File: config.mk
export PLATFORM = sky130hd
export DESIGN_NAME = irq_vec_arbiter
export DESIGN_NICKNAME = d
export VERILOG_FILES = /design/src/rtl/irq_vec_arbiter.sv
export SDC_FILE = /design/constraint.sdc
export NUM_CORES = 1
export LEC_CHECK = 0
export BUFFER_PORTS_ARGS = -buffer_cell sky130_fd_sc_hd__buf_2
export CAP_MARGIN = 20
export CORE_MARGIN = 2
export CORE_UTILIZATION = 53
export CTS_BUF_LIST = sky130_fd_sc_hd__clkbuf_4
export CTS_CLUSTER_DIAMETER = 80
export CTS_CLUSTER_SIZE = 25
export DETAILED_ROUTE_END_ITERATION = 8
export GPL_TIMING_DRIVEN = 0
export PLACE_DENSITY = 0.83
export SLEW_MARGIN = 20
export SYNTH_ARGS = -nofsm -noshare
export SYNTH_HDL_FRONTEND = slang
export SYNTH_SLANG_ARGS = --single-unit
export TNS_END_PERCENT = 10
File: constraint.sdc
create_clock -name clk -period 1.7 [get_ports clk]
set_clock_uncertainty 0.05 [all_clocks]
set_input_delay 0.34 -clock clk [delete_from_list [all_inputs] [get_ports clk]]
set_output_delay 0.34 -clock clk [all_outputs]
set_load 0.005 [all_outputs]
File: src/rtl/irq_vec_arbiter.sv
module irq_vec_arbiter (
  input  logic       clk,
  input  logic       rst_n,
  input  logic       vec_hi,
  input  logic       crst_a,
  input  logic       crst_b,
  input  logic       rx_set_a,
  input  logic       rx_set_b,
  input  logic       tx_set_a,
  input  logic       tx_set_b,
  input  logic       rx_clr_a,
  input  logic       rx_clr_b,
  input  logic       tx_clr_a,
  input  logic       tx_clr_b,
  input  logic       ius_rst_a,
  input  logic       ius_rst_b,
  input  logic       gie_a,
  input  logic       gie_b,
  input  logic       tie_a,
  input  logic       tie_b,
  input  logic [1:0] rx_mode_a,
  input  logic [1:0] rx_mode_b,
  input  logic       bie_a,
  input  logic       bie_b,
  input  logic       brk_a,
  input  logic       brk_b,
  output logic [5:0] pend,
  output logic [7:0] vector,
  output logic       irq
);

  // index 1 = channel A, index 0 = channel B
  logic [1:0] rxp, txp, rxs, txs;
  logic [1:0] n_rxp, n_txp, n_rxs, n_txs;
  logic [7:0] vec_q, n_vec;

  wire [1:0] crst = {crst_a, crst_b};
  wire [1:0] rset = {rx_set_a, rx_set_b};
  wire [1:0] tset = {tx_set_a, tx_set_b};
  wire [1:0] rclr = {rx_clr_a, rx_clr_b};
  wire [1:0] tclr = {tx_clr_a, tx_clr_b};
  wire [1:0] ius  = {ius_rst_a, ius_rst_b};

  wire [7:0] code_none = vec_hi ? 8'h60 : 8'h06;

  function automatic logic [7:0] rx_code(input logic hi, input logic is_a);
    if (is_a) return hi ? 8'h30 : 8'h0C;
    return hi ? 8'h20 : 8'h04;
  endfunction

  function automatic logic [7:0] tx_code(input logic hi, input logic is_a);
    if (is_a) return hi ? 8'h10 : 8'h08;
    return 8'h00;
  endfunction

  always_comb begin
    n_rxp = rxp;
    n_txp = txp;
    n_rxs = rxs;
    n_txs = txs;
    n_vec = vec_q;
    for (int c = 0; c < 2; c++) begin
      if (crst[c]) begin
        n_rxp[c] = 1'b0;
        n_txp[c] = 1'b0;
        n_rxs[c] = 1'b0;
        n_txs[c] = 1'b0;
      end else begin
        if (rclr[c]) begin
          n_rxp[c] = 1'b0;
          n_rxs[c] = 1'b0;
          n_vec    = code_none;
          if (n_txp[c] && !n_rxs[c]) begin
            n_txs[c] = 1'b1;
            n_vec    = tx_code(vec_hi, c == 1);
          end
        end
        if (tclr[c]) begin
          n_txp[c] = 1'b0;
          n_txs[c] = 1'b0;
          n_vec    = code_none;
          if (n_rxp[c] && !n_txs[c]) begin
            n_rxs[c] = 1'b1;
            n_vec    = rx_code(vec_hi, c == 1);
          end
        end
        if (ius[c]) begin
          if (n_rxs[c]) n_rxs[c] = 1'b0;
          else          n_txs[c] = 1'b0;
        end
        if (rset[c]) begin
          n_rxp[c] = 1'b1;
          if (!n_txs[c]) begin
            n_rxs[c] = 1'b1;
            n_vec    = rx_code(vec_hi, c == 1);
          end
        end
        if (tset[c]) begin
          n_txp[c] = 1'b1;
          if (!n_rxs[c]) begin
            n_txs[c] = 1'b1;
            n_vec    = tx_code(vec_hi, c == 1);
          end
        end
      end
    end
  end

  always_ff @(posedge clk or negedge rst_n) begin
    if (!rst_n) begin
      rxp   <= '0;
      txp   <= '0;
      rxs   <= '0;
      txs   <= '0;
      vec_q <= 8'h06;
    end else begin
      rxp   <= n_rxp;
      txp   <= n_txp;
      rxs   <= n_rxs;
      txs   <= n_txs;
      vec_q <= n_vec;
    end
  end

  wire brk_ev_a = brk_a & bie_a;
  wire brk_ev_b = brk_b & bie_b;
  wire rx_on_a  = (rx_mode_a == 2'b01) || (rx_mode_a == 2'b10);
  wire rx_on_b  = (rx_mode_b == 2'b01) || (rx_mode_b == 2'b10);
  wire req_a    = gie_a & ((tie_a & txp[1]) | (rx_on_a & rxp[1]) | brk_ev_a);
  wire req_b    = gie_b & ((tie_b & txp[0]) | (rx_on_b & rxp[0]) | brk_ev_b);

  assign pend   = {rxp[1], txp[1], brk_ev_a, rxp[0], txp[0], brk_ev_b};
  assign vector = vec_q;
  assign irq    = req_a | req_b;

  assert_service_exclusive_R7: assert property (@(posedge clk) disable iff (!rst_n)
    !(rxs[0] && txs[0]) && !(rxs[1] && txs[1]));

  assert_service_needs_pending_R8: assert property (@(posedge clk) disable iff (!rst_n)
    ((rxs & ~rxp) == 2'b00) && ((txs & ~txp) == 2'b00));

  assert_rx_clear_drops_R8: assert property (@(posedge clk) disable iff (!rst_n)
    (rx_clr_a && !rx_set_a) |=> !pend[5]);

  assert_no_enable_no_irq_R2: assert property (@(posedge clk) disable iff (!rst_n)
    (!gie_a && !gie_b) |-> !irq);

  assert_chan_reset_clears_R10: assert property (@(posedge clk) disable iff (!rst_n)
    crst_b |=> (pend[2:1] == 2'b00));

  assert_vector_legal_R5: assert property (@(posedge clk) disable iff (!rst_n)
    vector == 8'h06 || vector == 8'h0C || vector == 8'h04 || vector == 8'h08 ||
    vector == 8'h00 || vector == 8'h60 || vector == 8'h30 || vector == 8'h20 ||
    vector == 8'h10);

endmodule

==> results of run 1 <==
[Yosys cell counts (all sizes together), types with 2 or more instances]
master  count
nand2b      3
o22a        2
nand3b      3
nor3        2
clkbuf      4
a31oi       5
nor2       15
a22oi       2
and2        5
xor2        2
o31a        4
inv        10
nand2       8
nor2b       3
and3        2
buf         6
a221oi      2
o22ai       4
dfstp       2
dfrtp      14
nand3       2
o211ai      4
a21oi      17
or3         2
o31ai       2
o21ai       9
[critical path: stages, from the launching register on]
cell,delay [ns]
dfrtp_2,0.48
a221oi_2,0.25
o22ai_1,0.10
buf_2,0.13
[cells by family (layout without fill, tap and decap cells)]
family | Yosys count | in the layout | synth area share [%]
flip-flops | 16 | 16 | 30.5
buffers and inverters | 20 | 62 | 10.0
AO/OA/AOI/OAI | 60 | 60 | 36.4
AND/OR/NAND/NOR | 52 | 52 | 21.8
XOR/XNOR | 2 | 2 | 1.33
[metal layers]
metal	up-vias	wire length [um]	share of wire, %
met1	619	1360	44
met4	0	20	0.65
met5	-	0	0
li1	641	-	-
met2	49	1520	49
met3	4	189	6.1
[timing repair]
action,in CTS,in global routing
buffers inserted,0,0
hold buffers,1,0
hold endpoints to repair,14,0
resized for setup,2,4
endpoints found under the setup margin,1,2
[cell type report]
class	instances	area share, %
flip-flops and latches	16	25.2
repair buffers	38	12.1
multi-input cells	114	50.3
clock buffers	4	1.86
inverters	10	2.33
well taps	30	2.33
plain buffers	10	5.91
[flip-flops by register name, indices dropped and copies added, names as in the netlist]
signal	count
rxp	2
rxs	2
txp	2
txs	2
vector	8
[power by group]
group	switching, mW	internal [mW]
logic	0.164	0.145
registers	0.0286	0.411
clock network	0.112	0.107
[through the flow]
stage	utilization (%)	instances	total power, mW
final	66.8	222	0.968
after global routing	66.8	222	1.03
after CTS	65.8	222	0.970
after global placement	64.1	217	0.735
after floorplan	-	150	0.636
after detailed placement	64.1	217	0.744
[worst paths after layout]
check,start,to,slack (ns),cells past startpoint
max,txp[0]$_DFFE_PN0P_,irq,0.07,3
min,tx_set_a,txp[1]$_DFFE_PN0P_,0.27,3
max reg2reg,txp[0]$_DFFE_PN0P_,vector[1]$_DFF_PN1_,0.09,5
min reg2reg,vector[7]$_DFF_PN0_,vector[7]$_DFF_PN0_,0.44,1
max in group asynchronous,rst_n,vector[1]$_DFF_PN1_,0.86,2
min in group asynchronous,rst_n,vector[3]$_DFF_PN0_,0.44,2
==> flow_summary_export.csv, run 1 <==
group,metric,value,unit
status,status,"finished clean",
finish,nNetsFinal,220,
placed_design,dpl_worst_slack,-0.0360,ns
yosys,synth_warnings,0,
clocking,clk_latency,0.28,ns
finish,final.fill_count,206,
global_route,grt_use_met1,31.2,%
die,dieArea,2910,sq um
timing,maxSlewHeadroom,73.8,%
yosys,yosysTopAreaCell,"dfrtp_1",
finish,final_common_cell,"buf_2",
timing,fin_crit,1.63,ns
yosys,synth_top_area_share,26.5,%
clocking,cts_buffers,3,
die,dieWidth,53.9,um
worst_setup_path,crit_required,1.31,ns
finish,diodes,0,
global_route,antenna_found_initial,0,
die,core,2410,sq um
placed_design,io_buffers,37,
route,first_pass_iters,4,
clocking,clk_path_buf_depth,2,
route,drcViolationCount,0,
route,wirelength,3080,um
finish,area_growth,21.9,%
timing,hold_viol,0,
worst_setup_path,critical_path_class,"reg -> out",
route,vias_per_cell,5.91,
yosys,synth_ff_type,"dfrtp_1",
global_route,first_global_vias,1145,
route,vias,1313,
placed_design,post-dp-hpwl,2430,um
timing,slew_violations,0,
yosys,synth-seq-cells,16,
yosys,netlist_instances,150,
clocking,tritoncts,"done",
global_route,busiest_layer,"met2",
die,rows,18,
timing,setup_viol,0,
worst_setup_path,critPathArrivalTime,1.24,ns
global_route,grt_max_degree,17,
route,drtIter0Drc,36,
global_route,use_met3,2.78,%
yosys,synth_area_per_cell,8.81,sq um
global_route,grt.overflow.total,0,
yosys,synthTopCellsByArea,"dfrtp_1 (27%), a21oi_1 (4.5%), nor2_1 (4.3%)",
power_and_ir_drop,power_leakage,0.744,nW
clocking,htreeDepth,1,
power_and_ir_drop,powerDensity,601,nW/um^2
clocking,cts.sinks,16,
finish,design_area,1610,sq um
worst_setup_path,cp-start-kind,"register",
yosys,synth_edf_count,0,
timing,fin_crit_sh,96.1,%
clocking,clk_pin_slew,0.09,ns
power_and_ir_drop,vdd_ir_drop_max,685,uV
global_route,use_met2,39.6,%
clocking,cts-root-buf,"clkbuf_4",
finish,seq_area,405,sq um
die,io_pins,42,
yosys,syn_area,1320,sq um
global_route,track_usage,23.2,%
placed_design,place.gp.congestion,0.878,
die,dieHeight,53.9,um
finish,multiInputGateArea,810,sq um
yosys,synth.distinct_cells,55,
timing,worstMarginPinSlew,0.392,ns
die,start_util,54.8,%
yosys,synth-async-reset-ratio,100,%
timing,whs,0.266,ns
timing,fmax,0.612,GHz
route,wl_per_cell,13.9,um
worst_setup_path,endpoint_kind,"output port",
timing,setup_ws,0.0655,ns
placed_design,placed_area,1540,sq um
run,maxCapViolCount,0,
worst_setup_path,crit_fanout,6,
global_route,grt_pass1_wl,4950,um
yosys,ys_seq_area_share,30.5,%
yosys,syn_nets,177,
timing,finalSetupTns,0,ns
route,ant_nets,0,
timing,rsz0062_at_grt,"yes",
min_path,hold_path_class,"in -> reg",
finish,final_cell_mix,"buf_2 (38), nor2_1 (15), a21oi_1 (12), dfrtp_1 (12), inv_1 (9)",
finish,drive_gt1_share,39.1,%
Power figures use the tool's default switching activity.
==> run 2: changes to the inputs <==
Clock period 1.7 ns to 1.85 ns, I/O delays scaled along.
==> flow_summary_export.csv, run 2 (synthesis results as in run 1) <==
group,metric,value,unit
timing,fin_crit_sh,93.7,%
finish,seq_area,403,sq um
die,dieHeight,53.9,um
timing,setup_viol,0,
clocking,cts_resized,0,
power_and_ir_drop,power_frac_comb,31.3,%
timing,fmax,0.577,GHz
worst_setup_path,crit_buf_inv,1,
timing,maxSlewHeadroom,71.0,%
power_and_ir_drop,powerDensity,561,nW/um^2
timing,hold_viol,0,
clocking,htreeDepth,1,
finish,nNetsFinal,220,
route,wirelength,3120,um
route,ant_nets,0,
global_route,grt.overflow.total,0,
worst_setup_path,max_stage_delay,0.49,ns
worst_setup_path,cp-start-kind,"register",
power_and_ir_drop,finalPower,0.889,mW
worst_setup_path,critPathArrivalTime,1.31,ns
clocking,cts.sinks,16,
power_and_ir_drop,seq_power_share,45.3,%
clocking,clk_pin_slew,0.09,ns
placed_design,io_buffers,37,
route,first_pass_iters,4,
global_route,grt_use_met1,31.2,%
route,drtIter0Drc,30,
clocking,cts-root-buf,"clkbuf_4",
finish,area_growth,19.9,%
finish,final.fill_count,208,
power_and_ir_drop,swShare,31.8,%
clocking,cts_buffers,3,
global_route,first_global_vias,1146,
clocking,cts_hold_buf,1,
global_route,use_met2,39.6,%
global_route,grt_pass1_wl,4950,um
route,vias,1322,
worst_setup_path,endpoint_kind,"output port",
worst_setup_path,path_delay_family,"flip-flops",
power_and_ir_drop,vdd_ir_drop_max,630,uV
timing,finalSetupTns,0,ns
min_path,hold_path_class,"in -> reg",
route,drcViolationCount,0,
clocking,clk_path_buf_depth,2,
finish,multiInputGateArea,786,sq um
worst_setup_path,critical_path_class,"reg -> out",
worst_setup_path,path_cells,"a221oi_1 -> o22ai_1 -> buf_2",
timing,fin_crit,1.73,ns
power_and_ir_drop,power_leakage,0.741,nW
power_and_ir_drop,p_switching,0.283,mW
timing,worstMarginPinSlew,0.431,ns
worst_setup_path,crit_required,1.43,ns
clocking,tritoncts,"done",
power_and_ir_drop,clkPwrFrac,23.4,%
power_and_ir_drop,internal-power,0.606,mW
die,start_util,54.8,%
finish,final_cell_mix,"buf_2 (38), nor2_1 (15), dfrtp_1 (14), a21oi_1 (12), inv_1 (9)",
die,dieArea,2910,sq um
timing,rsz0062_at_grt,"no",
finish,largest_reg_flops,8,
die,core,2410,sq um
run,maxCapViolCount,0,
placed_design,place.gp.congestion,0.878,
global_route,track_usage,23.2,%
route,vias_per_cell,5.95,
global_route,antenna_found_initial,0,
finish,diodes,0,
die,io_pins,42,
global_route,use_met3,2.78,%
clocking,post_cts_buffers,0,
global_route,busiest_layer,"met2",
die,rows,18,
status,status,"finished clean",
die,dieWidth,53.9,um
global_route,grt_max_degree,17,
placed_design,post-dp-hpwl,2430,um
timing,slew_violations,0,
worst_setup_path,crit_fanout,6,
finish,drive_gt1_share,35.9,%
worst_setup_path,r2r_slack,0.17,ns
finish,final_common_cell,"buf_2",
clocking,clk_latency,0.28,ns
worst_setup_path,crit_path_top_delay_cell,"dfrtp_1",
route,wl_per_cell,14.1,um
## run 2: area by class of cell
type	count	share of cell area, %
Buffer	10	6.00
Multi-Input combinational cell	114	49.6
Timing Repair Buffer	38	12.3
Tap cell	30	2.37
Inverter	10	2.37
Sequential cell	16	25.4
Clock buffer	4	1.90
## run 2: worst paths after layout
path | start | end | cells after the start
max in group asynchronous | rst_n | vector[1]$_DFF_PN1_ | 2
min in group asynchronous | rst_n | vector[3]$_DFF_PN0_ | 2
setup / recovery | txp[0]$_DFFE_PN0P_ | irq | 3
hold / removal | tx_set_a | txp[1]$_DFFE_PN0P_ | 3
hold reg to reg | vector[7]$_DFF_PN0_ | vector[7]$_DFF_PN0_ | 1
setup reg to reg | txp[0]$_DFFE_PN0P_ | vector[1]$_DFF_PN1_ | 5
## run 2: metrics by stage
step	setup WS, ns	cells	cell area, sq um	util (%)	hold slack, ns
floorplan	0.274	150	1320	-	0.0244
global placement	0.105	217	1540	64.1	0.244
detailed placement	0.0840	217	1540	64.1	0.253
CTS	0.101	222	1580	65.7	0.284
global route	0.0178	222	1580	65.7	0.313
finish	0.116	222	1580	65.7	0.280
## run 2: power groups by stage
stage | Clock, mW | Sequential, mW | Combinational (mW)
5_1_grt | 0.224 | 0.406 | 0.309
3_5_place_dp | 0 | 0.409 | 0.275
3_3_place_gp | 0 | 0.408 | 0.267
4_1_cts | 0.211 | 0.403 | 0.278
6_report | 0.208 | 0.403 | 0.278
2_1_floorplan | 0 | 0.406 | 0.178
## run 2: per-layer routing
metal	wire, um	part of all wire, %
met5	0	0
met4	23	0.74
met3	183	5.9
met2	1490	48
met1	1420	46
## run 2: tightest hold or removal path, stage by stage
cell	delay (ns)
buf_2	0.11
inv_1	0.05
a21oi_1	0.05
